[src/rtl/vst_pkg.sv]
package vst_pkg;

   // Timing of the 1024x768 at 60 Hz mode, 65 MHz pixel clock
   localparam int XGA_H_TOTAL     = 1344;
   localparam int XGA_V_TOTAL     = 806;
   localparam int XGA_H_ACT_START = 296;   // sync 136 + back porch 160
   localparam int XGA_H_ACT_LEN   = 1024;
   localparam int XGA_V_ACT_START = 35;    // sync 6 + back porch 29
   localparam int XGA_V_ACT_LEN   = 768;

   // Counter width that holds totals up to n with headroom for saturation
   function automatic int cnt_bits(input int n);
      return $clog2(n) + 1;
   endfunction

endpackage

[src/rtl/vst_sync_qual.sv]
module vst_sync_qual #(
   parameter int STAGES   = 2,
   parameter int QUAL     = 2,
   parameter bit ACT_HIGH = 1'b0
) (
   input  logic clk,
   input  logic rst,
   input  logic sync_raw,
   output logic lvl,
   output logic lead
);

   generate
      if (STAGES < 2) begin : g_bad_stages
         $error("vst_sync_qual: STAGES must be at least 2");
      end
      if (QUAL < 2) begin : g_bad_qual
         $error("vst_sync_qual: QUAL must be at least 2");
      end
   endgenerate

   logic act_raw;

   // Polarity normalisation: downstream logic sees 1 = active
   generate
      if (ACT_HIGH) begin : g_pos
         assign act_raw = sync_raw;
      end else begin : g_neg
         assign act_raw = ~sync_raw;
      end
   endgenerate

   logic [STAGES-1:0] sync_sr;
   logic [QUAL-1:0]   win;
   logic              smp;
   logic              all_on;
   logic              all_off;

   assign smp    = sync_sr[STAGES-1];
   assign win[0] = smp;

   always_ff @(posedge clk) begin
      if (rst) begin
         sync_sr <= '0;
      end else begin
         sync_sr <= {sync_sr[STAGES-2:0], act_raw};
      end
   end

   // Sample history for the level qualifier
   generate
      for (genvar k = 1; k < QUAL; k++) begin : g_hist
         always_ff @(posedge clk) begin
            if (rst) begin
               win[k] <= 1'b0;
            end else begin
               win[k] <= win[k-1];
            end
         end
      end
   endgenerate

   assign all_on  = &win;
   assign all_off = ~|win;

   always_ff @(posedge clk) begin
      if (rst) begin
         lvl  <= 1'b0;
         lead <= 1'b0;
      end else begin
         lead <= all_on & ~lvl;
         if (all_on) begin
            lvl <= 1'b1;
         end else if (all_off) begin
            lvl <= 1'b0;
         end
      end
   end


   qual_hold_chk: assert property (@(posedge clk) disable iff (rst)
      (lvl != $past(lvl)) |-> ($past(smp) == lvl && $past(smp, 2) == lvl));

endmodule

[src/rtl/vst_pos_counter.sv]
module vst_pos_counter #(
   parameter int W      = 12,
   parameter int EXPECT = 1343
) (
   input  logic         clk,
   input  logic         rst,
   input  logic         step,
   input  logic         restart,
   input  logic         extra_bad,
   input  logic         err_clr,
   output logic [W-1:0] cnt,
   output logic [W-1:0] last,
   output logic         err,
   output logic         armed
);

   generate
      if (EXPECT >= (1 << W) - 1) begin : g_bad_w
         $error("vst_pos_counter: W too narrow for EXPECT");
      end
   endgenerate

   localparam logic [W-1:0] CNT_MAX = '1;
   localparam logic [W-1:0] CNT_EXP = W'(EXPECT);

   logic bad;

   assign bad = restart & armed & ((cnt != CNT_EXP) | extra_bad);

   always_ff @(posedge clk) begin
      if (rst) begin
         cnt   <= '0;
         last  <= '0;
         armed <= 1'b0;
      end else if (restart) begin
         cnt   <= '0;
         last  <= cnt;
         armed <= 1'b1;
      end else if (step && cnt != CNT_MAX) begin
         cnt <= cnt + 1'b1;
      end
   end

   always_ff @(posedge clk) begin
      if (rst) begin
         err <= 1'b0;
      end else if (bad) begin
         err <= 1'b1;
      end else if (err_clr) begin
         err <= 1'b0;
      end
   end


   restart_zero_chk: assert property (@(posedge clk) disable iff (rst)
      restart |=> (cnt == '0));


   err_sticky_chk: assert property (@(posedge clk) disable iff (rst)
      (err && !err_clr) |=> err);


   err_set_chk: assert property (@(posedge clk) disable iff (rst)
      (restart && armed && cnt != CNT_EXP) |=> err);

endmodule

[src/rtl/vst_pixel_gate.sv]
module vst_pixel_gate #(
   parameter int PW      = 8,
   parameter int HW      = 12,
   parameter int VW      = 11,
   parameter int H_START = 296,
   parameter int H_LEN   = 1024,
   parameter int V_START = 35,
   parameter int V_LEN   = 768,
   parameter int DLY     = 5,
   parameter bit SWAP_RB = 1'b1
) (
   input  logic          clk,
   input  logic          rst,
   input  logic          en,
   input  logic [HW-1:0] hcnt,
   input  logic [VW-1:0] vcnt,
   input  logic [PW-1:0] r_in,
   input  logic [PW-1:0] g_in,
   input  logic [PW-1:0] b_in,
   output logic          valid,
   output logic          sol,
   output logic          sof,
   output logic [PW-1:0] r_out,
   output logic [PW-1:0] g_out,
   output logic [PW-1:0] b_out
);

   localparam int H_END = H_START + H_LEN;
   localparam int V_END = V_START + V_LEN;
   localparam int DW    = 3 * PW;

   generate
      if (DLY < 1) begin : g_bad_dly
         $error("vst_pixel_gate: DLY must be at least 1");
      end
   endgenerate

   // Data delay line matching the sync path latency
   logic [DW-1:0] dl [DLY];

   always_ff @(posedge clk) begin
      if (rst) begin
         dl[0] <= '0;
      end else begin
         dl[0] <= {r_in, g_in, b_in};
      end
   end

   generate
      for (genvar k = 1; k < DLY; k++) begin : g_dly
         always_ff @(posedge clk) begin
            if (rst) begin
               dl[k] <= '0;
            end else begin
               dl[k] <= dl[k-1];
            end
         end
      end
   endgenerate

   logic [PW-1:0] d_r, d_g, d_b;
   logic [PW-1:0] c_r, c_b;

   assign d_r = dl[DLY-1][DW-1 -: PW];
   assign d_g = dl[DLY-1][PW +: PW];
   assign d_b = dl[DLY-1][0 +: PW];

   generate
      if (SWAP_RB) begin : g_swap
         assign c_r = d_b;
         assign c_b = d_r;
      end else begin : g_straight
         assign c_r = d_r;
         assign c_b = d_b;
      end
   endgenerate

   logic in_h, in_v, in_win, at_sol, at_sof;

   assign in_h   = (hcnt >= HW'(H_START)) && (hcnt < HW'(H_END));
   assign in_v   = (vcnt >= VW'(V_START)) && (vcnt < VW'(V_END));
   assign in_win = en & in_h & in_v;
   assign at_sol = in_win & (hcnt == HW'(H_START));
   assign at_sof = at_sol & (vcnt == VW'(V_START));

   always_ff @(posedge clk) begin
      if (rst) begin
         valid <= 1'b0;
         sol   <= 1'b0;
         sof   <= 1'b0;
         r_out <= '0;
         g_out <= '0;
         b_out <= '0;
      end else begin
         valid <= in_win;
         sol   <= at_sol;
         sof   <= at_sof;
         r_out <= in_win ? c_r : '0;
         g_out <= in_win ? d_g : '0;
         b_out <= in_win ? c_b : '0;
      end
   end


   sof_in_sol_chk: assert property (@(posedge clk) disable iff (rst)
      sof |-> (sol && valid));


   run_starts_sol_chk: assert property (@(posedge clk) disable iff (rst)
      (valid && !$past(valid)) |-> sol);


   idle_zero_chk: assert property (@(posedge clk) disable iff (rst)
      $fell(valid) |-> (r_out == '0 && g_out == '0 && b_out == '0));

endmodule

[src/rtl/vst_sync_tracker.sv]
module vst_sync_tracker #(
   parameter int  PIX_W       = 8,
   parameter int  H_TOTAL     = vst_pkg::XGA_H_TOTAL,
   parameter int  V_TOTAL     = vst_pkg::XGA_V_TOTAL,
   parameter int  H_ACT_START = vst_pkg::XGA_H_ACT_START,
   parameter int  H_ACT_LEN   = vst_pkg::XGA_H_ACT_LEN,
   parameter int  V_ACT_START = vst_pkg::XGA_V_ACT_START,
   parameter int  V_ACT_LEN   = vst_pkg::XGA_V_ACT_LEN,
   parameter bit  HS_ACT_HIGH = 1'b0,
   parameter bit  VS_ACT_HIGH = 1'b0,
   parameter int  SYNC_STAGES = 2,
   parameter int  QUAL_LEN    = 2,
   parameter bit  SWAP_RB     = 1'b1,
   localparam int HCW         = vst_pkg::cnt_bits(H_TOTAL),
   localparam int VCW         = vst_pkg::cnt_bits(V_TOTAL)
) (
   input  logic             clk_pix,
   input  logic             rst_pix,
   input  logic             hs_in,
   input  logic             vs_in,
   input  logic [PIX_W-1:0] pix_r_in,
   input  logic [PIX_W-1:0] pix_g_in,
   input  logic [PIX_W-1:0] pix_b_in,
   input  logic             err_clr,
   output logic             vid_valid,
   output logic             vid_sol,
   output logic             vid_sof,
   output logic [PIX_W-1:0] vid_r,
   output logic [PIX_W-1:0] vid_g,
   output logic [PIX_W-1:0] vid_b,
   output logic [HCW-1:0]   dbg_line_h,
   output logic [HCW-1:0]   dbg_frame_h,
   output logic [VCW-1:0]   dbg_frame_v,
   output logic             dbg_line_err,
   output logic             dbg_frame_err
);

   // Data latency: sync stages, qualifier window, edge register, counter clear
   localparam int DATA_DLY = SYNC_STAGES + QUAL_LEN + 1;
   localparam logic [HCW-1:0] H_LAST = HCW'(H_TOTAL - 1);

   generate
      if (H_ACT_START + H_ACT_LEN > H_TOTAL) begin : g_bad_hwin
         $error("vst_sync_tracker: horizontal window exceeds line");
      end
      if (V_ACT_START + V_ACT_LEN > V_TOTAL) begin : g_bad_vwin
         $error("vst_sync_tracker: vertical window exceeds frame");
      end
      if (PIX_W < 1) begin : g_bad_pw
         $error("vst_sync_tracker: PIX_W must be positive");
      end
   endgenerate

   logic hs_lvl, hs_lead, vs_lvl, vs_lead;
   logic [HCW-1:0] hcnt;
   logic [VCW-1:0] vcnt;
   logic h_armed, v_armed;

   vst_sync_qual #(
      .STAGES   (SYNC_STAGES),
      .QUAL     (QUAL_LEN),
      .ACT_HIGH (HS_ACT_HIGH)
   ) u_hs_qual (
      .clk      (clk_pix),
      .rst      (rst_pix),
      .sync_raw (hs_in),
      .lvl      (hs_lvl),
      .lead     (hs_lead)
   );

   vst_sync_qual #(
      .STAGES   (SYNC_STAGES),
      .QUAL     (QUAL_LEN),
      .ACT_HIGH (VS_ACT_HIGH)
   ) u_vs_qual (
      .clk      (clk_pix),
      .rst      (rst_pix),
      .sync_raw (vs_in),
      .lvl      (vs_lvl),
      .lead     (vs_lead)
   );

   vst_pos_counter #(
      .W      (HCW),
      .EXPECT (H_TOTAL - 1)
   ) u_hcnt (
      .clk       (clk_pix),
      .rst       (rst_pix),
      .step      (1'b1),
      .restart   (hs_lead),
      .extra_bad (1'b0),
      .err_clr   (err_clr),
      .cnt       (hcnt),
      .last      (dbg_line_h),
      .err       (dbg_line_err),
      .armed     (h_armed)
   );

   vst_pos_counter #(
      .W      (VCW),
      .EXPECT (V_TOTAL - 1)
   ) u_vcnt (
      .clk       (clk_pix),
      .rst       (rst_pix),
      .step      (hs_lead),
      .restart   (vs_lead),
      .extra_bad (hcnt != H_LAST),
      .err_clr   (err_clr),
      .cnt       (vcnt),
      .last      (dbg_frame_v),
      .err       (dbg_frame_err),
      .armed     (v_armed)
   );

   // Horizontal position at frame end
   always_ff @(posedge clk_pix) begin
      if (rst_pix) begin
         dbg_frame_h <= '0;
      end else if (vs_lead) begin
         dbg_frame_h <= hcnt;
      end
   end

   vst_pixel_gate #(
      .PW      (PIX_W),
      .HW      (HCW),
      .VW      (VCW),
      .H_START (H_ACT_START),
      .H_LEN   (H_ACT_LEN),
      .V_START (V_ACT_START),
      .V_LEN   (V_ACT_LEN),
      .DLY     (DATA_DLY),
      .SWAP_RB (SWAP_RB)
   ) u_gate (
      .clk   (clk_pix),
      .rst   (rst_pix),
      .en    (h_armed & v_armed),
      .hcnt  (hcnt),
      .vcnt  (vcnt),
      .r_in  (pix_r_in),
      .g_in  (pix_g_in),
      .b_in  (pix_b_in),
      .valid (vid_valid),
      .sol   (vid_sol),
      .sof   (vid_sof),
      .r_out (vid_r),
      .g_out (vid_g),
      .b_out (vid_b)
   );


   line_err_src_chk: assert property (@(posedge clk_pix) disable iff (rst_pix)
      $rose(dbg_line_err) |-> $past(hs_lead));


   frame_err_src_chk: assert property (@(posedge clk_pix) disable iff (rst_pix)
      $rose(dbg_frame_err) |-> $past(vs_lead));


   frame_latch_stable_chk: assert property (@(posedge clk_pix) disable iff (rst_pix)
      !$past(vs_lead) |-> ($stable(dbg_frame_v) && $stable(dbg_frame_h)));


   valid_needs_sync_chk: assert property (@(posedge clk_pix) disable iff (rst_pix)
      vid_valid |-> (h_armed && v_armed));


   lead_level_chk: assert property (@(posedge clk_pix) disable iff (rst_pix)
      (hs_lead || vs_lead) |-> (hs_lead ? hs_lvl : 1'b1) && (vs_lead ? vs_lvl : 1'b1));

endmodule

[config.mk]
export PLATFORM = sky130hd
export DESIGN_NAME = vst_sync_tracker
export DESIGN_NICKNAME = d
export VERILOG_FILES = /design/src/rtl/vst_pkg.sv /design/src/rtl/vst_sync_qual.sv /design/src/rtl/vst_pos_counter.sv /design/src/rtl/vst_pixel_gate.sv /design/src/rtl/vst_sync_tracker.sv
export SDC_FILE = /design/constraint.sdc
export NUM_CORES = 1
export LEC_CHECK = 0
export CORE_MARGIN = 1.5
export CORE_UTILIZATION = 38
export CTS_CLUSTER_SIZE = 14
export DETAILED_ROUTE_END_ITERATION = 6
export DONT_BUFFER_PORTS = 1
export PLACE_DENSITY = 0.51
export SETUP_SLACK_MARGIN = 0.05
export SLEW_MARGIN = 25
export SYNTH_ARGS = -nofsm -noshare
export SYNTH_HDL_FRONTEND = slang
export SYNTH_SLANG_ARGS = --single-unit
[constraint.sdc]
create_clock -name clk_pix -period 2.05 [get_ports clk_pix]
set_input_delay 0.5125 -clock clk_pix [delete_from_list [all_inputs] [get_ports clk_pix]]
set_output_delay 0.5125 -clock clk_pix [all_outputs]
set_load 0.01 [all_outputs]
======== Yosys cells after proc, flatten, opt, wreduce, memory -nomap -nowiden ========
Memories as Yosys holds them, arrays and structs flattened. A register that Yosys moved wholly into a read port is not among the register bits.
Cells that the tools add are included.
word-level totals
  bits in registers ....................... 75
  RAM bits ................................ 120
  input bits .............................. 29
  output and inout bits ................... 64
  logic and storage cells ................. 84
  memories kept ........................... 1
memory list
  memory     words  width  rd ports  clocked after Yosys merged registers in  wr ports  RTL line              text
  u_gate.dl  5      24     5         1                                        5         vst_pixel_gate.sv:39  logic [DW-1:0] dl [DLY];
cells by class
  add/sub/neg operators ................... 2
  order comparisons ....................... 4
  equality and inequality tests ........... 8
  mux-type cells .......................... 15
  bitwise logic cells ..................... 22
  reduce and logical (&&, ||, !) cells .... 12
operators with widths
  kind                     number
  $mux W24                 5
  $add A12 B1 Y12 const B  1
  $eq A12 B9 Y1 const B    1
  $ge A12 B9 Y1 const B    1
  $lt A12 B11 Y1 const B   1
  $ne A12 B11 Y1 const B   1
  $ne A12 B12 Y1 const B   1
  $add A11 B1 Y11 const B  1
  $and A1 B1 Y1            11
  $eq A11 B6 Y1 const B    1
  $ge A11 B6 Y1 const B    1
  $lt A11 B10 Y1 const B   1
  $ne A11 B10 Y1 const B   1
  $ne A11 B11 Y1 const B   1
  $mux W1                  10
  $reduce_or A2 Y1         5
  $or A1 B1 Y1             6
  $not A1 Y1               5
  $ne A2 B1 Y1 const B     2
  $reduce_and A2 Y1        2
  $reduce_bool A2 Y1       2
  $logic_and A1 B1 Y1      3

======== Depth between registers and ports, before layout ========
Gate-level depths: netlist of run 1.
  word-level depth ........................ 6
  mapped depth ............................ 7
  gate-level depth less buffers ........... 6

======== By module ========
A second synthesis of run 1 with hierarchy kept.
second synthesis, totals
  cells, all modules ...................... 654
  area, all modules ....................... 7282.0 um2
by module, submodules not included
  module                     times used  cells an instance  area each (um2)  sequential area each (um2)
  vst_pixel_gate             1           355                4275.4           2942.8
  vst_pos_counter at u_hcnt  1           121                1179.9           520.5
  vst_pos_counter at u_vcnt  1           109                1048.5           480.5
  vst_sync_tracker           1           45                 467.9            240.2
  vst_sync_qual              2           12                 155.1            100.1

======== Least setup slack after synthesis of run 1 ========
Ideal clock, no wire load.
  kind .................................... reg-to-reg
  start ................................... register u_hcnt.cnt[0]
  end ..................................... register u_hcnt.cnt[1]
  setup time .............................. 0.128 ns
  arrival time ............................ 1.588 ns
  data required time ...................... 1.922 ns
  setup slack ............................. 0.334 ns
  stages on the path, launching flop included .. 7
  path buffers ............................ 1
  clock period less this slack ............ 1.716 ns
  cell sequence ........................... dfxtp_1 > ha_1 > inv_1 > or4_1 > buf_2 > mux2i_1 > nor2_1
on the way
  cells in the longest elaborated chain, start to end .. 1
  elaborated cells between the ends (all ways) .. 2
  classes of those cells .................. add/sub: 1; eq/ne: 1
ends and longest elaborated chain
  item                                                      RTL line                                      text
  start, declared                                           vst_pos_counter.sv:11                         output logic [W-1:0] cnt,
  start signal, assigned                                    vst_pos_counter.sv:40                         cnt <= cnt + 1'b1;
  $add A12 B1 Y12 / $ne A12 B12 Y1 (equally long branches)  vst_pos_counter.sv:40, vst_pos_counter.sv:39
Several ways; a longest one is shown, not always the timed one.
A chain may end at the register's enable or synchronous reset.

======== Worst setup path in the final report of run 1 ========
  start ................................... register u_vcnt.cnt[5]
  end ..................................... register u_gate.g_out[2] (read register of u_gate.dl)
on the way
  cells in the longest elaborated chain, start to end .. 5
  elaborated cells between the ends (all ways) .. 6
  classes of those cells .................. order compare: 2; bitwise: 2; reduce/logical: 2
ends and longest elaborated chain
  item                                                    RTL line               text
  start, declared                                         vst_pos_counter.sv:11
  start signal, assigned                                  vst_pos_counter.sv:40
  $ge A11 B6 Y1 / $lt A11 B10 Y1 (equally long branches)  vst_pixel_gate.sv:81   assign in_v = (vcnt >= VW'(V_START)) && (vcnt < VW'(V_END));
  $logic_and A1 B1 Y1 (*)                                 vst_pixel_gate.sv:81
  $and A1 B1 Y1 (*)                                       vst_pixel_gate.sv:82   assign in_win = en & in_h & in_v;
  $not A1 Y1 (no source line) (*)                         n/a
  $reduce_or A2 Y1 (no source line) (*)                   n/a
  end, declared                                           vst_pixel_gate.sv:24   output logic [PW-1:0] g_out,
Mark *: on every way between the ends. The rest lies on a longest branch, timed or not.

==> summary.txt, run 1 <==
Worst setup path
  – Critical Path RT: 2.43 ns
  – Max stage delay on crit path: 0.48 ns
  – Reg2reg end: u_gate.g_out[2]
  – CP max FO: 9
  – Worst setup SP type: register
  – Critical path type: register to register
  – R2r setup slk: 0.18 ns
  – Register-to-Register Path Depth: 5
  – Crit-path cells: or3b_4 > o211ai_2 > nor3b_4 > buf_4 > nor4_1
  – Slowest CP cell: dfxtp_1
  – CP endpoint kind: register
  – Worst R2R Start: u_vcnt.cnt[5]
  – Worst Path Arrival: 2.26 ns

Die
  – Core area: 18,800 um^2
  – Die X: 142 um
  – Site row count: 50
  – Starting Density: 0.389
  – Die area: 20,100 um^2
  – Vert. Die Dim: 142 um
  – # IOs: 93

Power and ir drop
  – Power per cell area: 1050 nW/um^2
  – P_leak: 3.06 nW
  – Worst vdd ir: 0.526 mV

Yosys
  – Syn Inst Count: 677
  – Top cell type's share of synthesized area: 0.600
  – Ys flop type: dfxtp_1
  – Mapped Area: 7310 um^2
  – EDFF count, synth: 0
  – Seq/Total Area, Yosys: 0.600
  – Synthesized area per cell: 10.8 um^2
  – Synthesis warning total: 0
  – Asr flop ratio synth: 0
  – Seq cells post-synth: 219
  – Largest cells by area after synthesis: dfxtp_1 60%, nor2b_1 11%, mux2i_1 5.3%
  – Leading area contributor after synthesis: dfxtp_1
  – Synth unique cells: 51
  – Mapped Nets: 712

Routing
  – DR pass1 iterations: 4
  – Iteration-0 DRC Markers: 226
  – Vias per std cell: 4.63
  – Drt wl/cell: 14.3 um
  – Routed WL: 13,200 um
  – DR vias: 4,286
  – DRC viols: 0
  – DRT antenna net count: 0

STA
  – Clk_skew: 0.00818 ns
  – Final setup fails: 0
  – Fin Setup TNS: 0 ns
  – Hold Vio Cnt, Final: 0
  – Measured slew at the worst slew-check pin: 0.619 ns
  – Final worst path period share: 0.913
  – Pins over their slew limit: 0
  – FMAX: 534 MHz
  – Final Worst Setup Slack: 0.179 ns
  – Slew HR: 0.587
  – RSZ-0062 raised after global routing: no
  – Crit path time final: 1.87 ns

Job
  – Max Cap Violations: 0

Global routing
  – Number of global-route vias before repair: 4,160
  – Global-route wire length before repair: 22,000 um
  – Tot GR Track Use: 0.135
  – Initial antenna violation count: 0
  – Grt ovf: 0
  – Largest net degree at the start of global routing: 177

Clock tree
  – H-tree depth: 1
  – CTS buffer count: 24
  – Reg clk slew, reported paths: 0.06 ns
  – Worst-skew pair later-pin latency: 0.50 ns
  – Clock tree buffer depth: 3
  – Hold Buf Count CTS: 0
  – CTS tree: built
  – CTS root buf: clkbuf_16
  – Clock sinks: 219

Cells and area
  – Syn-to-layout area delta: 15.0%
  – Sequential Area: 4380 um^2
  – Share of cells above drive strength 1: 0.137
  – Antenna cells: 0
  – Fillers: 1,784
  – Nets@finish: 710
  – Multi-input gate area: 2660 um^2

Hold path
  – Worst hold stages: 1
  – HP Start: vs_in
  – Worst Hold End: u_vs_qual.sync_sr[0]
  – Worst Hold Class: input port to register

Place
  – Final HPWL DP: 8670 um
  – I/O Buffers: 0
  – Place WS: 0.141 ns
  – RD Place Congestion: 0.834

Status
  – Status: finished, final reports clean
[registers in the layout, indices dropped and copies added (netlist names), 2 cells and up]
signal             count
u_gate.dl            120
dbg_frame_h           12
u_hcnt.cnt            12
u_hcnt.last           12
u_vcnt.cnt            11
u_vcnt.last           11
u_gate.b_out           8
u_gate.g_out           8
u_gate.r_out           8
u_hs_qual.sync_sr      2
u_vs_qual.sync_sr      2
[cells in the mapped netlist (all sizes together), types with 4 or more instances]
master  number
dfxtp      219
nor2b      126
nor2        65
mux2i       39
nand2       35
clkbuf      27
nor4        26
buf         25
a21oi       12
nand3       10
and3         7
inv          7
ha           6
nand4        6
nor3         6
o21ai        6
xnor2        6
a31oi        5
nor3b        4
or4          4
[cells in the final DEF, fill, tap and decap left out, drive strengths merged, types with 3 or more instances in the layout]
master / count
nor4: 26
clkinv: 3
o31ai: 3
ha: 6
dfxtp: 219
nor2: 65
mux2i: 39
xor2: 3
inv: 7
or4: 4
or3: 3
nor3b: 4
a211oi: 3
nand3: 10
and3: 7
clkbuf: 36
nand2: 35
xnor2: 6
o21ai: 6
buf: 24
nor3: 6
nand4: 6
nor2b: 126
a21oi: 12
bufinv: 3
a31oi: 5
[repair_timing]
action,in CTS,in global routing
endpoints found under the hold margin,0,0
setup endpoints to repair,0,8
gates resized for setup,0,3
setup buffers,0,4
[how the worst max path moves through the flow]
stage / slack, ns / cells past startpoint / endpoint / startpoint
floorplan: 0.33 / 6 / u_hcnt.cnt[1] / u_hcnt.cnt[0]
global placement: 0.17 / 4 / u_gate.r_out[6] / rst_pix
detailed placement: 0.14 / 5 / u_gate.r_out[0] / u_vcnt.cnt[4]
CTS: 0.12 / 5 / u_gate.r_out[0] / u_vcnt.cnt[4]
global route: 0.06 / 5 / u_gate.g_out[2] / u_vcnt.cnt[6]
finish: 0.18 / 5 / u_gate.g_out[2] / u_vcnt.cnt[5]
[cells by family (layout without fill, tap and decap cells)]
kind of cell,after synthesis,after routing,synth area share
AND/OR/NAND/NOR,306,306,0.249
buffers and inverters,59,74,0.0390
flip-flops,219,219,0.600
AO/OA/AOI/OAI,39,39,0.0378
adder cells (fa/ha/maj),6,6,0.0103
multiplexers,39,39,0.0534
XOR/XNOR,9,9,0.0108
[metal layers]
metal  share of wire  up-vias  track usage
li1                -     2233            -
met1            0.52     1910        0.199
met2            0.39      114        0.183
met3           0.065       29       0.0395
met4           0.028        0       0.0505
met5               0        -            0
[per-stage QoR]
step / utilization / power, mW / hold slack [ns] / cells / instance area, um^2
floorplan: - / 4.57 / 0.398 / 677 / 7310
global placement: 0.401 / 4.56 / 0.404 / 879 / 7520
detailed placement: 0.401 / 4.56 / 0.412 / 879 / 7520
CTS: 0.446 / 9.00 / 0.0450 / 922 / 8360
global route: 0.448 / 9.24 / 0.0384 / 926 / 8410
finish: 0.448 / 8.87 / 0.0692 / 926 / 8410
[where the power goes]
group          switching [mW]  internal (mW)
combinational          0.0426         0.0595
clock                    1.59           2.81
sequential             0.0259           4.34
[area by class of cell]
type                    count  share of cell area
inverters                   7             0.00312
multi-input cells         399               0.316
clock buffers              36              0.0864
repair buffers             24              0.0244
well taps                 234              0.0348
flip-flops and latches    219               0.521
clock inverters             7              0.0134
[worst max-delay path: cells and delay by family (launching register included)]
kind	cells	cell delay [ns]
flops	1	0.48
buf+inv	1	0.17
compound gates	1	0.22
simple gates	3	0.88
(Power assumes the default switching activity.)
==> run 2, diff against run 1 <==
Settings changed: ABC_AREA set to 1.
Clock period 2.05 ns to 2.1 ns, I/O delays scaled along.
==> summary.txt, run 2 <==
STA
  – Hold Vio Cnt, Final: 0 (unchanged)
  – Final worst path period share: 0.794 (-0.119)
  – Slew HR: 0.596 (+0.00871)
  – FMAX: 600 MHz (+12%)
  – Hold_ws: 0.0959 ns (+0.0268 ns)
  – Fin Setup TNS: 0 ns (unchanged)
  – Final setup fails: 0 (unchanged)
  – Crit path time final: 1.67 ns (-0.204 ns)
  – Clk_skew: 0.0147 ns (+0.00655 ns)
  – Pins over their slew limit: 0 (unchanged)
  – Measured slew at the worst slew-check pin: 0.606 ns (-0.0131 ns)
  – RSZ-0062 raised after global routing: no

Yosys
  – Synth unique cells: 32 (-37%)
  – Top cells by count, synth: 219 x dfxtp_1, 182 x inv_1, 153 x nor2_1
  – Mapped Nets: 878 (+23%)
  – Synthesis warning total: 0 (unchanged)
  – EDFF count, synth: 0 (unchanged)
  – Seq/Total Area, Yosys: 0.604 (+0.00403)
  – Asr flop ratio synth: 0 (unchanged)
  – Synthesized area per cell: 8.61 um^2 (-20%)
  – Top cell type's share of synthesized area: 0.604 (+0.00403)
  – Mapped Area: 7260 um^2 (-0.67%)
  – Largest cells by area after synthesis: dfxtp_1 60%, inv_1 9.4%, nor2_1 7.9%
  – Seq cells post-synth: 219 (unchanged)
  – Most common cell in the netlist: dfxtp_1
  – Leading area contributor after synthesis: dfxtp_1
  – Syn Inst Count: 843 (+25%)
  – Ys flop type: dfxtp_1

Cells and area
  – Commonest non-fill, non-tap cell in the layout: dfxtp_1
  – Syn-to-layout area delta: 12.2%
  – Number of flip-flops in the largest register: 120 (unchanged)
  – Most flops, register: u_gate.dl
  – Antenna cells: 0 (unchanged)
  – Cell Count, Final, Fillers Out: 1,089 (+18%)
  – Commonest non-fill, non-tap cells in the layout: 219 x dfxtp_1, 182 x inv_1, 153 x nor2_1
  – Fillers: 1,853 (+3.9%)
  – Sequential Area: 4380 um^2 (unchanged)
  – Share of cells above drive strength 1: 0.102 (-0.0355)
  – Nets@finish: 880 (+24%)
  – Multi-input gate area: 2000 um^2 (-25%)

Clock tree
  – Clock tree buffer depth: 3 (unchanged)
  – CTS tree: built
  – Reg clk slew, reported paths: 0.06 ns (about the same)
  – CTS root buf: clkbuf_16
  – Post-cts sizing count: 0 (unchanged)
  – H-tree depth: 1 (unchanged)
  – Postcts setup bufs: 0 (unchanged)
  – CTS buffer count: 23 (-4.2%)
  – Hold Buf Count CTS: 0 (unchanged)
  – Clock sinks: 219 (unchanged)
  – Worst-skew pair later-pin latency: 0.49 ns (about the same)

Power and ir drop
  – Gate power share: 0.015 (+0.003)
  – P_sw: 1.61 mW (-3.1%)
  – P_leak: 3.35 nW (+9.3%)
  – Internal cell power: 6.53 mW (-9.4%)
  – Power per cell area: 999 nW/um^2 (-5.3%)
  – Clock group share of total power: 0.461 (-0.036)
  – Sw frac: 0.197 (+0.0104)
  – Worst vdd ir: 0.501 mV (-4.8%)
  – Power, Total: 8.13 mW (-8.3%)
  – Sequential share of power: 0.524 (+0.032)

Routing
  – DRT antenna net count: 0 (unchanged)
  – Iteration-0 DRC Markers: 211 (-6.6%)
  – Drt wl/cell: 11.6 um (-19%)
  – Met3 WL post-DR: 642 um (-25%)
  – Met2 Wirelength: 4680 um (-8.6%)
  – Routed WL: 12,600 um (-5.0%)
  – WL met1: 6970 um (+1.1%)
  – Vias per std cell: 4.06 (-12%)
  – DRC viols: 0 (unchanged)
  – DR pass1 iterations: 6 (+2)
  – Top Layer Used: met4
  – DR vias: 4,424 (+3.2%)

Worst setup path
  – Worst setup SP type: register
  – Critical Path RT: 2.44 ns (about the same)
  – CP max FO: 25 (+16)
  – Reg2reg end: u_gate.g_out[2]
  – R2r setup slk: 0.43 ns (+0.25 ns)
  – Register-to-Register Path Depth: 7 (+2)
  – CP endpoint kind: register
  – Worst Path Arrival: 2.01 ns (-0.25 ns)
  – Worst R2R Start: u_vcnt.cnt[0]
  – Critical path type: register to register

Job
  – Max Cap Violations: 0 (unchanged)

Global routing
  – Initial antenna violation count: 0 (unchanged)
  – Global-route wire length before repair: 21,700 um (-1.3%)
  – Grt ovf: 0 (unchanged)
  – Largest net degree at the start of global routing: 133 (-25%)
  – Tot GR Track Use: 0.131 (-0.00385)
  – Number of global-route vias before repair: 4,377 (+5.2%)

Hold path
  – HP Start: vs_in
  – Worst hold stages: 1 (unchanged)
  – Worst Hold End: u_vs_qual.sync_sr[0]
  – Worst Hold Class: input port to register

Place
  – I/O Buffers: 0 (unchanged)
  – # placed instances: 1,054 (+20%)
  – RD Place Congestion: 0.804 (-3.6%)
  – Final HPWL DP: 8190 um (-5.5%)

Die
  – Starting Density: 0.388 (-0.00131)
  – # IOs: 93 (unchanged)
  – Die area: 19,900 um^2 (-0.65%)
  – Core area: 18,700 um^2 (-0.33%)
  – Vert. Die Dim: 141 um (-0.32%)
  – Die X: 141 um (-0.32%)
  – Site row count: 50 (unchanged)

Status
  – Status: finished, final reports clean
## run 2: cell count changes in the layout (fill, tap and decap cells not counted), moves of 16 or more
| cell | change |
|---|---|
| inv_1 | +175 |
| nor2b_1 | -126 |
| nor2_1 | +88 |
| mux2i_1 | -39 |
| nand2_1 | +38 |
| o21ai_0 | +38 |
| a21oi_1 | +28 |
| nor3_2 | +21 |
| nor4_2 | -21 |
| buf_4 | -16 |
## run 2: through the flow
stage	utilization	worst slack, ns	area, um^2
after global placement	0.398	0.486	7450
after detailed placement	0.398	0.423	7450
after global routing	0.435	0.307	8150
after floorplan	-	0.663	7260
after CTS	0.435	0.413	8150
final	0.435	0.432	8150
## run 2: metal layers
| metal | up-vias | global-route usage |
|---|---|---|
| li1 | 2518 | - |
| met1 | 1781 | 0.200 |
| met2 | 99 | 0.178 |
| met3 | 26 | 0.0289 |
| met4 | 0 | 0.0444 |
| met5 | - | 0 |
## run 2: logic make-up (layout without fill, tap and decap cells)
group                      count (synthesis)  after routing  synth area share
DFF                                      219            219             0.604
AOI/OAI and AO/OA                         90             90            0.0646
and+or+nand+nor                          301            301             0.195
buffers and inverters                    222            234             0.120
adders and majority gates                  6              6            0.0103
xor gates and xnor gates                   5              5           0.00603
## run 2: power groups by stage
stage / Clock (mW) / Combinational (mW) / Sequential [mW]
final: 3.75 / 0.121 / 4.26
after global routing: 4.05 / 0.149 / 4.27
after CTS: 3.88 / 0.124 / 4.26
after detailed placement: 0 / 0.123 / 4.36
after global placement: 0 / 0.124 / 4.35
after floorplan: 0 / 0.130 / 4.35
## run 2: critical path, stage by stage, from the launching register on
cell and delay [ns]:
dfxtp_1 0.35, ha_1 0.23, nand2_1 0.08, nor2_1 0.04, nand3_1 0.12, nand3_2 0.11
inv_2 0.46, nor3_1 0.12
## run 2: how the worst max path moves through the flow
stage,startpoint,end,slack (ns),cells after the start
2_1_floorplan,rst_pix,u_gate.b_out[0],0.66,9
3_3_place_gp,u_vcnt.cnt[0],u_gate.g_out[0],0.49,7
3_5_place_dp,u_vcnt.cnt[0],u_gate.g_out[2],0.42,7
4_1_cts,u_vcnt.cnt[0],u_gate.g_out[2],0.41,7
5_1_grt,u_vcnt.cnt[0],u_gate.g_out[2],0.31,7
6_report,u_vcnt.cnt[0],u_gate.g_out[2],0.43,7
## run 2: final cells by class
cell class                 count  share of cell area
clock buffer                  30              0.0788
clock inverter                 5             0.00676
inverter                     193              0.0889
multi-input combinational    402               0.246
sequential                   219               0.538
tap                          234              0.0359
timing repair buffer           6             0.00553
==> run 3, diff against run 2 <==
Settings changed: PLACE_DENSITY 0.51 to 0.53.
Clock period 2.1 ns to 1.37 ns, I/O delays scaled along.
==> summary.txt, run 3 (synthesis results as in run 2) <==
Power and ir drop
  – Power, Total: 13.0 mW (+60%)
  – Sequential share of power: 0.501 (-0.023)
  – P_leak: 4.58 nW (+37%)
  – Gate power share: 0.030 (+0.015)
  – Worst vdd ir: 0.866 mV (+73%)
  – Sw frac: 0.199 (+0.00114)
  – Internal cell power: 10.4 mW (+60%)
  – Power per cell area: 1270 nW/um^2 (+27%)
  – P_sw: 2.59 mW (+61%)
  – Clock group share of total power: 0.469 (+0.008)

Routing
  – Drt wl/cell: 12.2 um (+6.0%)
  – Routed WL: 15,400 um (+23%)
  – Iteration-0 DRC Markers: 226 (+7.1%)
  – DRC viols: 0 (unchanged)
  – DRT antenna net count: 0 (unchanged)
  – DR pass1 iterations: 4 (-2)
  – DR vias: 5,357 (+21%)
  – Vias per std cell: 4.25 (+4.6%)

Status
  – Status: finished with violations
  – Failing checks: negative setup slack

Clock tree
  – H-tree depth: 1 (unchanged)
  – Reg clk slew, reported paths: 0.06 ns (about the same)
  – Worst-skew pair later-pin latency: 0.50 ns (about the same)
  – CTS buffer count: 23 (unchanged)
  – CTS root buf: clkbuf_16
  – Clock sinks: 219 (unchanged)
  – CTS tree: built
  – Clock tree buffer depth: 3 (unchanged)

Place
  – RD Place Congestion: 0.861 (+7.0%)
  – Place WS: -0.0938 ns (-0.517 ns)
  – Final HPWL DP: 8920 um (+8.9%)
  – I/O Buffers: 0 (unchanged)
  – # placed instances: 1,097 (+4.1%)

Cells and area
  – Commonest non-fill, non-tap cells in the layout: 204 x dfxtp_1, 177 x inv_1, 145 x nor2_1
  – Antenna cells: 0 (unchanged)
  – Commonest non-fill, non-tap cell in the layout: dfxtp_1
  – Multi-input gate area: 2390 um^2 (+19%)
  – Share of cells above drive strength 1: 0.219 (+0.117)
  – Final design utilization: 0.549 (+0.114)
  – Sequential Area: 4420 um^2 (+0.71%)
  – Nets@finish: 1,048 (+19%)
  – Syn-to-layout area delta: 41.4%
  – Fillers: 1,680 (-9.3%)
  – Most flops, register: u_gate.dl
  – Number of flip-flops in the largest register: 120 (unchanged)
  – Cell Count, Final, Fillers Out: 1,261 (+16%)

STA
  – Final setup fails: 15 (+15)
  – Final Worst Setup Slack: -0.0325 ns (-0.465 ns)
  – Pins over their slew limit: 0 (unchanged)
  – Crit path time final: 1.40 ns (-0.265 ns)
  – Clk_skew: 0.00835 ns (-0.00638 ns)
  – FMAX: 713 MHz (+19%)
  – Slew HR: 0.658 (+0.0628)
  – Final worst path period share: 1.02 (+0.230)
  – Hold Vio Cnt, Final: 0 (unchanged)
  – RSZ-0062 raised after global routing: yes
  – Measured slew at the worst slew-check pin: 0.512 ns (-0.0938 ns)

Worst setup path
  – Crit path buffers/inverters: 1 (unchanged)
  – Worst Path Arrival: 1.82 ns (-0.19 ns)
  – Max stage delay on crit path: 0.37 ns (-0.09 ns)
  – CP max FO: 5 (-80%)
  – Slowest CP cell: dfxtp_4
  – Top delay family on crit path: simple AND/OR/NAND/NOR gates
  – Worst setup SP type: register
  – Crit-path cells: ha_4 > nand2_4 > nor2_4 > nand3_2 > nand2_4 > buf_6 > nor3_4 > nor3b_2
  – Critical path type: register to register
  – CP endpoint kind: register
  – Critical Path RT: 1.78 ns (-0.66 ns)
  – Top cell by count, worst path: nand2_4

Hold path
  – Worst Hold Class: input port to register

Die
  – Die area: 19,900 um^2 (unchanged)
  – Site row count: 50 (unchanged)
  – Die X: 141 um (unchanged)
  – Starting Density: 0.388 (unchanged)
  – Vert. Die Dim: 141 um (unchanged)
  – # IOs: 93 (unchanged)
  – Core area: 18,700 um^2 (unchanged)

Global routing
  – Grt ovf: 0 (unchanged)
  – Tot GR Track Use: 0.155 (+0.0238)
  – Global-route wire length before repair: 25,200 um (+16%)
  – Initial antenna violation count: 0 (unchanged)
  – Largest net degree at the start of global routing: 87 (-35%)
  – Number of global-route vias before repair: 5,064 (+16%)

Job
  – Max Cap Violations: 0 (unchanged)
-- run 3: cell count changes in the layout (fill, tap and decap cells not counted), sizes merged --
cell	previous run	this run
buf	6	64
bufinv	1	3
clkbuf	30	32
clkinv	2	5
clkinvlp	2	1
dlygate4sd3	0	105
inv	193	194
nand2	76	78
-- run 3: cell type report --
class                           instances  share of cell area
Clock buffer                           30              0.0606
Clock inverter                          9              0.0119
Inverter                              193              0.0722
Multi-Input combinational cell        404               0.233
Sequential cell                       219               0.430
Tap cell                              234              0.0285
Timing Repair Buffer                  171               0.163
Timing Repair inverter                  1            0.000609
-- run 3: final timing paths --
kind | start | to | slack (ns) | cells past startpoint
setup / recovery | u_vcnt.cnt[1] | u_vcnt.cnt[3] | -0.03 | 8
hold / removal | err_clr | u_vcnt.err | 0.05 | 3
setup reg to reg | u_vcnt.cnt[1] | u_vcnt.cnt[3] | -0.03 | 8
hold reg to reg | u_gate.dl[0][16] | u_gate.dl[1][16] | 0.40 | 2
-- run 3: worst register-to-register path, cell delays in order, from the launching register on --
cell and delay, ns:
dfxtp_4 0.37, ha_4 0.17, nand2_4 0.07, nor2_4 0.13, nand3_2 0.09, nand2_4 0.14, buf_6 0.14, nor3_4 0.04
nor3b_2 0.18
-- run 3: metrics by stage --
stage	setup TNS (ns)	hold slack, ns	cell area [um^2]
floorplan	0	0.388	7280
global placement	-1.89	0.389	7810
detailed placement	-1.77	0.393	7810
CTS	-0.0910	0.0350	9890
global route	-3.53	0.0512	10300
finish	-0.193	0.0545	10300
-- run 3: timing repair --
action	in CTS	in global routing
endpoints found under the hold margin	129	0
gates resized for setup	37	81
hold buffers	106	0
endpoints found under the setup margin	49	49
pin swaps	16	34
gates cloned	3	3
buffers inserted	8	8
-- run 3: power by group through the flow --
stage	registers, mW	clock network (mW)	logic, mW
CTS	6.54	6.28	0.373
floorplan	6.66	0	0.199
detailed placement	6.67	0	0.214
global placement	6.67	0	0.213
global route	6.54	6.55	0.445
finish	6.53	6.11	0.392
-- run 3: layer usage --
| layer | up-vias | GRT usage | part of all wire |
|---|---|---|---|
| li1 | 2865 | - | - |
| met1 | 2366 | 0.215 | 0.49 |
| met2 | 105 | 0.242 | 0.44 |
| met3 | 21 | 0.0350 | 0.053 |
| met4 | 0 | 0.0395 | 0.014 |
| met5 | - | 0 | 0 |
